## src/rtl/dmc_pkg.sv

```systemverilog
package dmc_pkg;

  typedef enum logic [2:0] {
    ST_IDLE = 3'd0,
    ST_ROW  = 3'd1,
    ST_COL  = 3'd2,
    ST_DATA = 3'd3,
    ST_PRE  = 3'd4
  } dmc_state_e;

  // Cycles in one retention window for a given clock.
  function automatic int retain_cycles(input int clk_khz, input int ret_us);
    longint prod;
    prod = longint'(clk_khz) * longint'(ret_us);
    return int'(prod / 1000);
  endfunction

  // Spacing between single-row refreshes in distributed mode.
  function automatic int slot_cycles(input int retain, input int rows);
    return retain / rows;
  endfunction

  // Bits needed to hold refresh debt up to twice a full sweep.
  function automatic int debt_width(input int rows);
    return $clog2(2 * rows + 1);
  endfunction

endpackage

```

## src/rtl/dmc_refresh_timer.sv

```systemverilog
module dmc_refresh_timer #(
  parameter int SLOT_CYC = 31,
  parameter int NUM_ROWS = 16,
  parameter int DEBT_W   = 6
) (
  input  logic              clk,
  input  logic              rst_n,
  input  logic              burst_mode,
  input  logic              ref_start,
  output logic              slot_tick,
  output logic              frame_tick,
  output logic [DEBT_W-1:0] ref_debt
);

  localparam int SLOT_W   = (SLOT_CYC > 1) ? $clog2(SLOT_CYC) : 1;
  localparam int IDX_W    = (NUM_ROWS > 1) ? $clog2(NUM_ROWS) : 1;
  localparam int DEBT_MAX = 2 * NUM_ROWS;

  logic [SLOT_W-1:0] slot_cnt;
  logic [IDX_W-1:0]  slot_idx;
  logic [DEBT_W:0]   debt_sum;
  logic [DEBT_W:0]   debt_add;

  assign slot_tick  = (slot_cnt == SLOT_W'(SLOT_CYC - 1));
  assign frame_tick = slot_tick && (slot_idx == IDX_W'(NUM_ROWS - 1));

  always_ff @(posedge clk or negedge rst_n) begin
    if (!rst_n) begin
      slot_cnt <= '0;
      slot_idx <= '0;
    end else begin
      slot_cnt <= slot_tick ? '0 : slot_cnt + 1'b1;
      if (slot_tick) begin
        slot_idx <= frame_tick ? '0 : slot_idx + 1'b1;
      end
    end
  end

  // Debt grows by one per slot (distributed) or by a full sweep per
  // window (burst); each started refresh pays one back.
  always_comb begin
    debt_add = '0;
    if (burst_mode) begin
      if (frame_tick) debt_add = (DEBT_W+1)'(NUM_ROWS);
    end else if (slot_tick) begin
      debt_add = (DEBT_W+1)'(1);
    end
    debt_sum = {1'b0, ref_debt} + debt_add;
    if (ref_start) debt_sum = debt_sum - (DEBT_W+1)'(1);
    if (debt_sum > (DEBT_W+1)'(DEBT_MAX)) debt_sum = (DEBT_W+1)'(DEBT_MAX);
  end

  always_ff @(posedge clk or negedge rst_n) begin
    if (!rst_n) ref_debt <= '0;
    else        ref_debt <= debt_sum[DEBT_W-1:0];
  end

endmodule

```

## src/rtl/dmc_row_counter.sv

```systemverilog
module dmc_row_counter #(
  parameter int ROW_W    = 4,
  parameter int NUM_ROWS = 16
) (
  input  logic             clk,
  input  logic             rst_n,
  input  logic             adv,
  output logic [ROW_W-1:0] row
);

  localparam logic [ROW_W-1:0] LAST_ROW = ROW_W'(NUM_ROWS - 1);

  always_ff @(posedge clk or negedge rst_n) begin
    if (!rst_n) begin
      row <= '0;
    end else if (adv) begin
      row <= (row == LAST_ROW) ? '0 : row + 1'b1;
    end
  end

endmodule

```

## src/rtl/dmc_access_fsm.sv

```systemverilog
module dmc_access_fsm
  import dmc_pkg::*;
#(
  parameter int HALF_W  = 4,
  parameter int DATA_W  = 8,
  parameter int PRE_CYC = 2,
  parameter int DEBT_W  = 6
) (
  input  logic                clk,
  input  logic                rst_n,
  input  logic                req_valid,
  input  logic                req_write,
  input  logic [2*HALF_W-1:0] req_addr,
  input  logic [DATA_W-1:0]   req_wdata,
  output logic                req_ready,
  output logic                rsp_valid,
  output logic [DATA_W-1:0]   rsp_rdata,
  input  logic [DEBT_W-1:0]   ref_debt,
  input  logic [HALF_W-1:0]   ref_row,
  output logic                ref_start,
  output logic [HALF_W-1:0]   dram_addr,
  output logic                dram_ras_n,
  output logic                dram_cas_n,
  output logic                dram_we_n,
  output logic                dram_cs_n,
  output logic [DATA_W-1:0]   dram_dq_out,
  output logic                dram_dq_oe,
  input  logic [DATA_W-1:0]   dram_dq_in
);

  localparam int PRE_W = $clog2(PRE_CYC + 1);

  dmc_state_e        state;
  logic              is_ref;
  logic              is_wr;
  logic [HALF_W-1:0] row_q;
  logic [HALF_W-1:0] col_q;
  logic [DATA_W-1:0] wdata_q;
  logic [PRE_W-1:0]  pre_cnt;
  logic              ref_owed;
  logic              col_phase;

  assign ref_owed  = (ref_debt != '0);
  assign ref_start = (state == ST_IDLE) && ref_owed;
  assign req_ready = (state == ST_IDLE) && !ref_owed;
  assign col_phase = (state == ST_COL) || (state == ST_DATA);

  always_ff @(posedge clk or negedge rst_n) begin
    if (!rst_n) begin
      state     <= ST_IDLE;
      is_ref    <= 1'b0;
      is_wr     <= 1'b0;
      row_q     <= '0;
      col_q     <= '0;
      wdata_q   <= '0;
      pre_cnt   <= '0;
      rsp_valid <= 1'b0;
      rsp_rdata <= '0;
    end else begin
      rsp_valid <= 1'b0;
      case (state)
        ST_IDLE: begin
          if (ref_owed) begin
            is_ref <= 1'b1;
            is_wr  <= 1'b0;
            row_q  <= ref_row;
            state  <= ST_ROW;
          end else if (req_valid) begin
            is_ref  <= 1'b0;
            is_wr   <= req_write;
            row_q   <= req_addr[2*HALF_W-1:HALF_W];
            col_q   <= req_addr[HALF_W-1:0];
            wdata_q <= req_wdata;
            state   <= ST_ROW;
          end
        end
        ST_ROW: begin
          pre_cnt <= '0;
          state   <= is_ref ? ST_PRE : ST_COL;
        end
        ST_COL: begin
          state <= ST_DATA;
        end
        ST_DATA: begin
          if (!is_wr) begin
            rsp_rdata <= dram_dq_in;
            rsp_valid <= 1'b1;
          end
          pre_cnt <= '0;
          state   <= ST_PRE;
        end
        ST_PRE: begin
          if (pre_cnt == PRE_W'(PRE_CYC - 1)) state <= ST_IDLE;
          else                                pre_cnt <= pre_cnt + 1'b1;
        end
        default: state <= ST_IDLE;
      endcase
    end
  end

  // Array pins decoded from the state register only.
  always_comb begin
    dram_ras_n = 1'b1;
    dram_cas_n = 1'b1;
    dram_we_n  = 1'b1;
    dram_cs_n  = 1'b1;
    dram_addr  = row_q;
    case (state)
      ST_ROW: begin
        dram_cs_n  = 1'b0;
        dram_ras_n = 1'b0;
      end
      ST_COL, ST_DATA: begin
        dram_cs_n  = 1'b0;
        dram_ras_n = 1'b0;
        dram_cas_n = 1'b0;
        dram_we_n  = !is_wr;
        dram_addr  = col_q;
      end
      default: ;
    endcase
  end

  assign dram_dq_oe  = col_phase && is_wr;
  assign dram_dq_out = dram_dq_oe ? wdata_q : '0;

endmodule

```

## src/rtl/dram_mux_ctrl.sv

```systemverilog
module dram_mux_ctrl
  import dmc_pkg::*;
#(
  parameter int HALF_W    = 4,
  parameter int NUM_ROWS  = 16,
  parameter int DATA_W    = 8,
  parameter int CLK_KHZ   = 125000,
  parameter int RETAIN_US = 4000,
  parameter int PRE_CYC   = 2
) (
  input  logic                clk,
  input  logic                rst_n,
  input  logic                burst_mode,
  input  logic                req_valid,
  input  logic                req_write,
  input  logic [2*HALF_W-1:0] req_addr,
  input  logic [DATA_W-1:0]   req_wdata,
  output logic                req_ready,
  output logic                rsp_valid,
  output logic [DATA_W-1:0]   rsp_rdata,
  output logic [HALF_W-1:0]   dram_addr,
  output logic                dram_ras_n,
  output logic                dram_cas_n,
  output logic                dram_we_n,
  output logic                dram_cs_n,
  output logic [DATA_W-1:0]   dram_dq_out,
  output logic                dram_dq_oe,
  input  logic [DATA_W-1:0]   dram_dq_in
);

  localparam int RETAIN_CYC = retain_cycles(CLK_KHZ, RETAIN_US);
  localparam int SLOT_CYC   = slot_cycles(RETAIN_CYC, NUM_ROWS);
  localparam int DEBT_W     = debt_width(NUM_ROWS);

  // Internal events, named for the bound checker.
  logic              ref_start;
  logic              slot_tick;
  logic              frame_tick;
  logic [DEBT_W-1:0] ref_debt;
  logic [HALF_W-1:0] ref_row;

  dmc_refresh_timer #(
    .SLOT_CYC (SLOT_CYC),
    .NUM_ROWS (NUM_ROWS),
    .DEBT_W   (DEBT_W)
  ) u_timer (
    .clk        (clk),
    .rst_n      (rst_n),
    .burst_mode (burst_mode),
    .ref_start  (ref_start),
    .slot_tick  (slot_tick),
    .frame_tick (frame_tick),
    .ref_debt   (ref_debt)
  );

  dmc_row_counter #(
    .ROW_W    (HALF_W),
    .NUM_ROWS (NUM_ROWS)
  ) u_rowcnt (
    .clk   (clk),
    .rst_n (rst_n),
    .adv   (ref_start),
    .row   (ref_row)
  );

  dmc_access_fsm #(
    .HALF_W  (HALF_W),
    .DATA_W  (DATA_W),
    .PRE_CYC (PRE_CYC),
    .DEBT_W  (DEBT_W)
  ) u_fsm (
    .clk         (clk),
    .rst_n       (rst_n),
    .req_valid   (req_valid),
    .req_write   (req_write),
    .req_addr    (req_addr),
    .req_wdata   (req_wdata),
    .req_ready   (req_ready),
    .rsp_valid   (rsp_valid),
    .rsp_rdata   (rsp_rdata),
    .ref_debt    (ref_debt),
    .ref_row     (ref_row),
    .ref_start   (ref_start),
    .dram_addr   (dram_addr),
    .dram_ras_n  (dram_ras_n),
    .dram_cas_n  (dram_cas_n),
    .dram_we_n   (dram_we_n),
    .dram_cs_n   (dram_cs_n),
    .dram_dq_out (dram_dq_out),
    .dram_dq_oe  (dram_dq_oe),
    .dram_dq_in  (dram_dq_in)
  );

endmodule

```

## config.mk

```make
export PLATFORM = sky130hd
export DESIGN_NAME = dram_mux_ctrl
export DESIGN_NICKNAME = d
export VERILOG_FILES = /design/src/rtl/dmc_pkg.sv /design/src/rtl/dmc_refresh_timer.sv /design/src/rtl/dmc_row_counter.sv /design/src/rtl/dmc_access_fsm.sv /design/src/rtl/dram_mux_ctrl.sv
export SDC_FILE = /design/constraint.sdc
export NUM_CORES = 1
export LEC_CHECK = 0
export ABC_AREA = 1
export BUFFER_PORTS_ARGS = -buffer_cell sky130_fd_sc_hd__buf_2
export CAP_MARGIN = 25
export CORE_ASPECT_RATIO = 1.5
export CORE_MARGIN = 2
export CORE_UTILIZATION = 31
export CTS_CLUSTER_DIAMETER = 150
export CTS_CLUSTER_SIZE = 16
export DETAILED_ROUTE_END_ITERATION = 6
export PLACE_DENSITY = 0.55
export REMOVE_ABC_BUFFERS = 1
export SETUP_SLACK_MARGIN = 0.05
export SYNTH_ARGS = -nofsm -noshare
export SYNTH_HDL_FRONTEND = slang
export SYNTH_SLANG_ARGS = --single-unit
```

## constraint.sdc

```tcl
create_clock -name clk -period 3.15 [get_ports clk]
set_input_delay 0.63 -clock clk [delete_from_list [all_inputs] [get_ports clk]]
set_output_delay 0.63 -clock clk [all_outputs]
set_load 0.05 [all_outputs]
```

==> results.txt, run 1 <==
Status - finished, final reports clean
Cts bufs inserted - 9
Placed Cells - 555
DRC viols - 0
Die height - 128 um
Initial Util - 0.315
CP max stage delay - 0.39 ns
P_leak - 1.97 nW
Rel. slew slack - 0.566
RSZ-0062 raised after global routing - no
Register clock-pin slew on the reported worst setup and hold paths - 0.05 ns
Post-synthesis sequential area ratio - 0.480
Final Max Slew Viols - 0
Worst r2r path cells - 18
Iter 0 DRT Violations - 90
Synth cell types - 44
Switch Pwr - 0.335 mW
Critical Path, Cell by Cell - inv_1, ha_1, nand4_1, nor3_1, nand2_2, nor2_1, ha_1, ha_1, inv_1, ha_1, nand4_1, nor2_1, nor2_1, nor2_1, nand2_1, nand2_2, nand2_4, nor2_1
Synth cell count leaders - 90 x nand2_1, 61 x dfrtp_1, 59 x inv_1
Switching fraction of total power - 0.203
CTS tree - yes
FFs w/ async S/R, synth - 1.00
CP startpoint kind - register
Area delta synth->final - 21.3%
Clk_lat worst skew - 0.32 ns
Post-layout nets - 489
Final Instance Count excl. Fillers - 571
Post-Synthesis Cells - 387
WP data arrival - 3.07 ns
Gr ovfl total - 0
CTS Buffer Depth - 2
Row cnt - 45
RR Startpoint - u_timer.slot_cnt[1]
Critical path class - reg -> reg
Synth Warn # - 0
DIE WIDTH - 86.7 um
Most numerous cell in the Yosys netlist - nand2_1
All-Layer GR Usage - 0.132
Synth Register Bits - 61
Worst hold path class - in -> async
Post-synth EDFFs - 0
Htree depth - 3
Critical path endpoint category - register
Core Box Area - 10100 um2
PwrDens - 428 nW/um2
Initial antenna violation count - 0
Power Total - 1.65 mW
Min cycle time layout - 2.81 ns
Port Buffers - 55
First-pass GRT wire length - 11500 um
Ports - 56
Die area - 11100 um2
CP max stage cell - dfrtp_1
Vias in the first global route - 2658
Ys flop type - dfrtp_1
Max Freq - 355 MHz
Root Driver - clkbuf_16
Detail Placement HPWL - 5140 um
GP Congestion - 0.806
Routed WL - 6710 um
Worst path bufs/invs - 2
Most used cell, CP - nor2_1
Measured slew at the worst slew-check pin - 0.649 ns
Clock power frac - 0.503
Share of the synthesized area in the top cell type - 0.480
Clock Skews - 0.00348 ns
Cell family with most CP delay - simple AND/OR/NAND/NOR gates
Hold Violations, Final - 0
Largest net degree at the start of global routing - 25
Worst R2R End - u_timer.ref_debt[4]
Worst-path fanout max - 5
First-pass DRT Iterations - 4
Final setup fails - 0
Worst path required time - 3.41 ns
Area leader, netlist - dfrtp_1
Mapped Area - 3180 um2
N_diodes - 0
DP Area - 3570 um2
Max VDD drop - 0.218 mV
P_int - 1.32 mW
Mean routed wirelength per cell - 11.8 um
Clk sinks - 61
Sequential Power Share - 0.476
Vias - 2630
Number of max-cap violations - 0
Worst R2R Setup Slack - 0.34 ns
Antenna Nets Post-Route - 0
Logic pwr share - 0.022
Final period util - 0.894
Synth Area per Inst - 8.22 um2
Avg Vias per Cell - 4.61
Top area cells in the synthesized netlist - dfrtp_1 48%, nand2_1 11%, inv_1 7.0%
Share of cells above drive strength 1 - 0.220
Post-route design area - 3850 um2
power by group through the flow:
stage	logic [mW]	registers, mW	clock network [mW]
after floorplan	0.000362	0.798	0
after global placement	0.0379	0.798	0
after detailed placement	0.0382	0.798	0
after CTS	0.0385	0.785	0.860
after global routing	0.0410	0.784	0.906
final	0.0362	0.785	0.830
per-layer routing:
layer  routed length [um]  track usage
met1                 2710        0.136
met2                 3690        0.242
met3                  167       0.0322
met4                  148       0.0671
met5                    0            0
registers in the layout, summed over array words and instances, names as in the netlist:
signal and count:
u_fsm.row_q 4, u_fsm.is_wr 1, u_timer.slot_cnt 15, u_fsm.pre_cnt 2, u_rowcnt.row 4, u_timer.slot_idx 4, u_timer.ref_debt 6, u_fsm.rsp_rdata 8
u_fsm.wdata_q 8, u_fsm.is_ref 1, u_fsm.col_q 4, u_fsm.rsp_valid 1, u_fsm.state 3
worst reg2reg max path, delay by kind of cell (launching register included):
family,cells,cell delay [ns]
simple gates,12,1.45
buf+inv,2,0.14
fa+ha+maj,4,0.76
flops,1,0.39
cells in the final DEF (no fill, tap or decap), types with 4 or more instances in the layout:
cell and count:
a21oi_1 12, buf_2 55, buf_4 4, clkbuf_16 9, dfrtp_1 61, ha_1 9, inv_1 59, inv_2 5
nand2_1 89, nand2_2 5, nand3_1 11, nand3b_1 4, nand4_1 8, nor2_1 47, nor2_2 5, nor3_1 5
o21ai_0 17, xor2_1 7
per-stage QoR:
step | util | hold slack [ns] | worst slack [ns] | setup TNS (ns)
2_1_floorplan | - | 0.334 | -0.669 | -5.35
3_3_place_gp | 0.354 | 0.447 | 0.360 | 0
3_5_place_dp | 0.354 | 0.442 | 0.275 | 0
4_1_cts | 0.379 | 0.299 | 0.246 | 0
5_1_grt | 0.382 | 0.311 | 0.0411 | 0
6_report | 0.382 | 0.285 | 0.335 | 0
worst max-delay path by stage:
stage,start,to,slack (ns),cells after the start
global placement,u_timer.slot_cnt[1],u_timer.ref_debt[4],0.36,18
finish,u_timer.slot_cnt[1],u_timer.ref_debt[4],0.34,18
detailed placement,u_timer.slot_cnt[1],u_timer.ref_debt[4],0.28,18
floorplan,u_fsm.state[1],dram_dq_out[0],-0.67,6
global route,u_timer.slot_cnt[1],u_timer.ref_debt[4],0.04,18
CTS,u_timer.slot_cnt[1],u_timer.ref_debt[4],0.25,18
cell type report:
| class | instances | area (um2) |
|---|---|---|
| Sequential cell | 61 | 1530 |
| Fill cell | 1014 | 6220 |
| Timing Repair Buffer | 59 | 305 |
| Inverter | 67 | 254 |
| Clock buffer | 11 | 233 |
| Multi-Input combinational cell | 253 | 1380 |
| Clock inverter | 3 | 15.0 |
| Tap cell | 117 | 146 |
cell families (layout without fill, tap and decap cells):
| kind of cell | Yosys count | after routing | synth area share |
|---|---|---|---|
| AO/OA/AOI/OAI | 43 | 43 | 0.0791 |
| XOR/XNOR | 8 | 8 | 0.0220 |
| adder cells (fa/ha/maj) | 9 | 9 | 0.0354 |
| buffers and inverters | 73 | 140 | 0.0937 |
| flip-flops | 61 | 61 | 0.480 |
| multiplexers | 5 | 5 | 0.0173 |
| AND/OR/NAND/NOR | 188 | 188 | 0.272 |
what timing repair did:
item                       in CTS  in global routing
hold buffers                    0                  0
gates resized for setup         0                  4
setup endpoints to repair       0                  6
setup buffers                   0                  2
hold endpoints to repair        0                  0
(Power assumes the default switching activity.)
==> run 2: changes to the inputs <==
Settings changed: HOLD_SLACK_MARGIN set to 0.15, PLACE_DENSITY 0.55 to not set, PLACE_DENSITY_LB_ADDON set to 0.12.
==> run 2 against run 1 <==
- fmax grew 1.8%
- clock skew grew 0.0025 ns
- via count shrank 2.5%
- register-to-register slack gained 0.05 ns
- sequential power is essentially flat
- clock-buffer cell count grew 4
- power grew 3.7%
- global-route usage grew 0.083 points
- die area is the same
- sequential cell count is the same
- critical endpoint unchanged
- largest cell class unchanged
==> results.txt, run 2 (synthesis results as in run 1) <==
Number of max-cap violations - 0
Ports - 56
Mean routed wirelength per cell - 11.7 um
Initial antenna violation count - 0
Register clock-pin slew on the reported worst setup and hold paths - 0.05 ns
Clock Skews - 0.00596 ns
Initial Util - 0.315
Die height - 128 um
Port Buffers - 55
Routed WL - 6680 um
All-Layer GR Usage - 0.133
Vias - 2565
Hold Violations, Final - 0
Max Freq - 362 MHz
Pre-CTS setup slack - 0.272 ns
Core Box Area - 10100 um2
Iter 0 DRT Violations - 106
Largest Register - u_timer.slot_cnt
Avg Vias per Cell - 4.48
Worst-path fanout max - 5
First-pass DRT Iterations - 4
Cell family with most CP delay - simple AND/OR/NAND/NOR gates
Critical path class - reg -> reg
First-pass GRT wire length - 11600 um
FILL cells - 1046
Clk sinks - 61
RSZ-0062 raised after global routing - no
Clk_lat worst skew - 0.32 ns
Area delta synth->final - 21.7%
Antenna Nets Post-Route - 0
Final core occ - 0.384
Power Total - 1.71 mW
Regs by FF count - u_timer.slot_cnt x15, u_fsm.rsp_rdata x8, u_fsm.wdata_q x8
CTS tree - yes
Measured slew at the worst slew-check pin - 0.665 ns
Final Max Slew Viols - 0
Critical Path, Cell by Cell - inv_1, ha_1, nand4_1, nor3_1, nand2_1, nor3_4, nand2_1, nor2_1, ha_1, o21bai_1, nand2_1, inv_2, nor3_4, nand2_1, nand2_1, nand2_1, inv_2, nand2_4, nor2_1
DIE WIDTH - 86.7 um
Largest register FFs - 15
Multi-input gate area - 1370 um2
Htree depth - 3
Reg area - 1530 um2
Min Hold Slack - 0.315 ns
Gr ovfl total - 0
Final setup fails - 0
Share of cells above drive strength 1 - 0.215
CP max stage delay - 0.39 ns
Rel. slew slack - 0.555
WP data arrival - 3.01 ns
PwrDens - 443 nW/um2
DRC viols - 0
Most frequent cells in the layout - 90 x nand2_1, 61 x dfrtp_1, 59 x inv_1
Post-layout nets - 488
Worst path required time - 3.39 ns
Cts bufs inserted - 9
Die area - 11100 um2
CP startpoint kind - register
P_leak - 1.97 nW
Root Driver - clkbuf_16
Min cycle time layout - 2.76 ns
GP Congestion - 0.816
Max VDD drop - 0.258 mV
Vias in the first global route - 2569
Hold_buf cts - 0
Row cnt - 45
Detail Placement HPWL - 5110 um
CP max stage cell - dfrtp_1
PnR worst setup slack - 0.386 ns
Critical path endpoint category - register
Commonest non-fill, non-tap cell in the layout - nand2_1
Status - finished, final reports clean
Worst path bufs/invs - 3
N_diodes - 0
Largest net degree at the start of global routing - 27
RR Startpoint - u_timer.slot_cnt[1]
CTS Buffer Depth - 2
Worst hold path class - in -> async
Worst setup startpoint - u_timer.slot_cnt[1]
Most used cell, CP - nand2_1
Final period util - 0.878
-- run 2: cell count changes in the layout (fill, tap and decap cells not counted) --
cell	previous run	this run
nand2_2	5	4
clkbuf_1	2	4
buf_4	4	3
clkbuf_8	0	2
nand2_1	89	90
clkinv_2	3	1
-- run 2: repair_timing --
action / in CTS / in global routing
setup endpoints to repair: 0 / 6
setup buffers: 0 / 0
gates resized for setup: 0 / 3
-- run 2: where the power goes --
group	switching, mW	internal [mW]
logic	0.0214	0.0138
clock network	0.319	0.574
registers	0	0.785
total	0.340	1.37
-- run 2: layer usage --
layer,track usage,up-vias,share of wire
met2,0.226,31,0.52
met4,0.0754,0,0.025
met5,0,-,0
met1,0.152,1182,0.43
li1,-,1342,-
met3,0.0290,10,0.023
-- run 2: worst register-to-register path: cells and delay by family, from the launching register on --
family	cells	cell delay, ns
adders and majority gates	2	0.41
AOI/OAI and AO/OA	1	0.17
and+or+nand+nor	13	1.52
DFF	1	0.39
buffers and inverters	3	0.20
-- run 2: worst paths after layout --
kind                                       end  slack, ns  cells past startpoint
max                        u_timer.ref_debt[4]       0.39                     19
min                        u_timer.slot_cnt[6]       0.31                      1
max reg2reg                u_timer.ref_debt[4]       0.39                     19
min reg2reg                    u_rowcnt.row[3]       0.46                      1
max in group asynchronous     u_fsm.wdata_q[4]       2.07                      2
min in group clk               u_rowcnt.row[3]       0.46                      1
-- run 2: per-stage QoR --
| stage | TNS (ns) | cells | area [um2] |
|---|---|---|---|
| finish | 0 | 572 | 3870 |
| floorplan | -5.35 | 381 | 3140 |
| detailed placement | 0 | 556 | 3580 |
| global placement | 0 | 556 | 3580 |
| global route | 0 | 572 | 3870 |
| CTS | 0 | 572 | 3850 |
-- run 2: layout make-up --
class                   count  share of cell area
flip-flops and latches     61               0.394
clock inverters             1             0.00129
inverters                  67              0.0656
well taps                 117              0.0378
repair buffers             58              0.0769
multi-input cells         253               0.355
clock buffers              15              0.0692
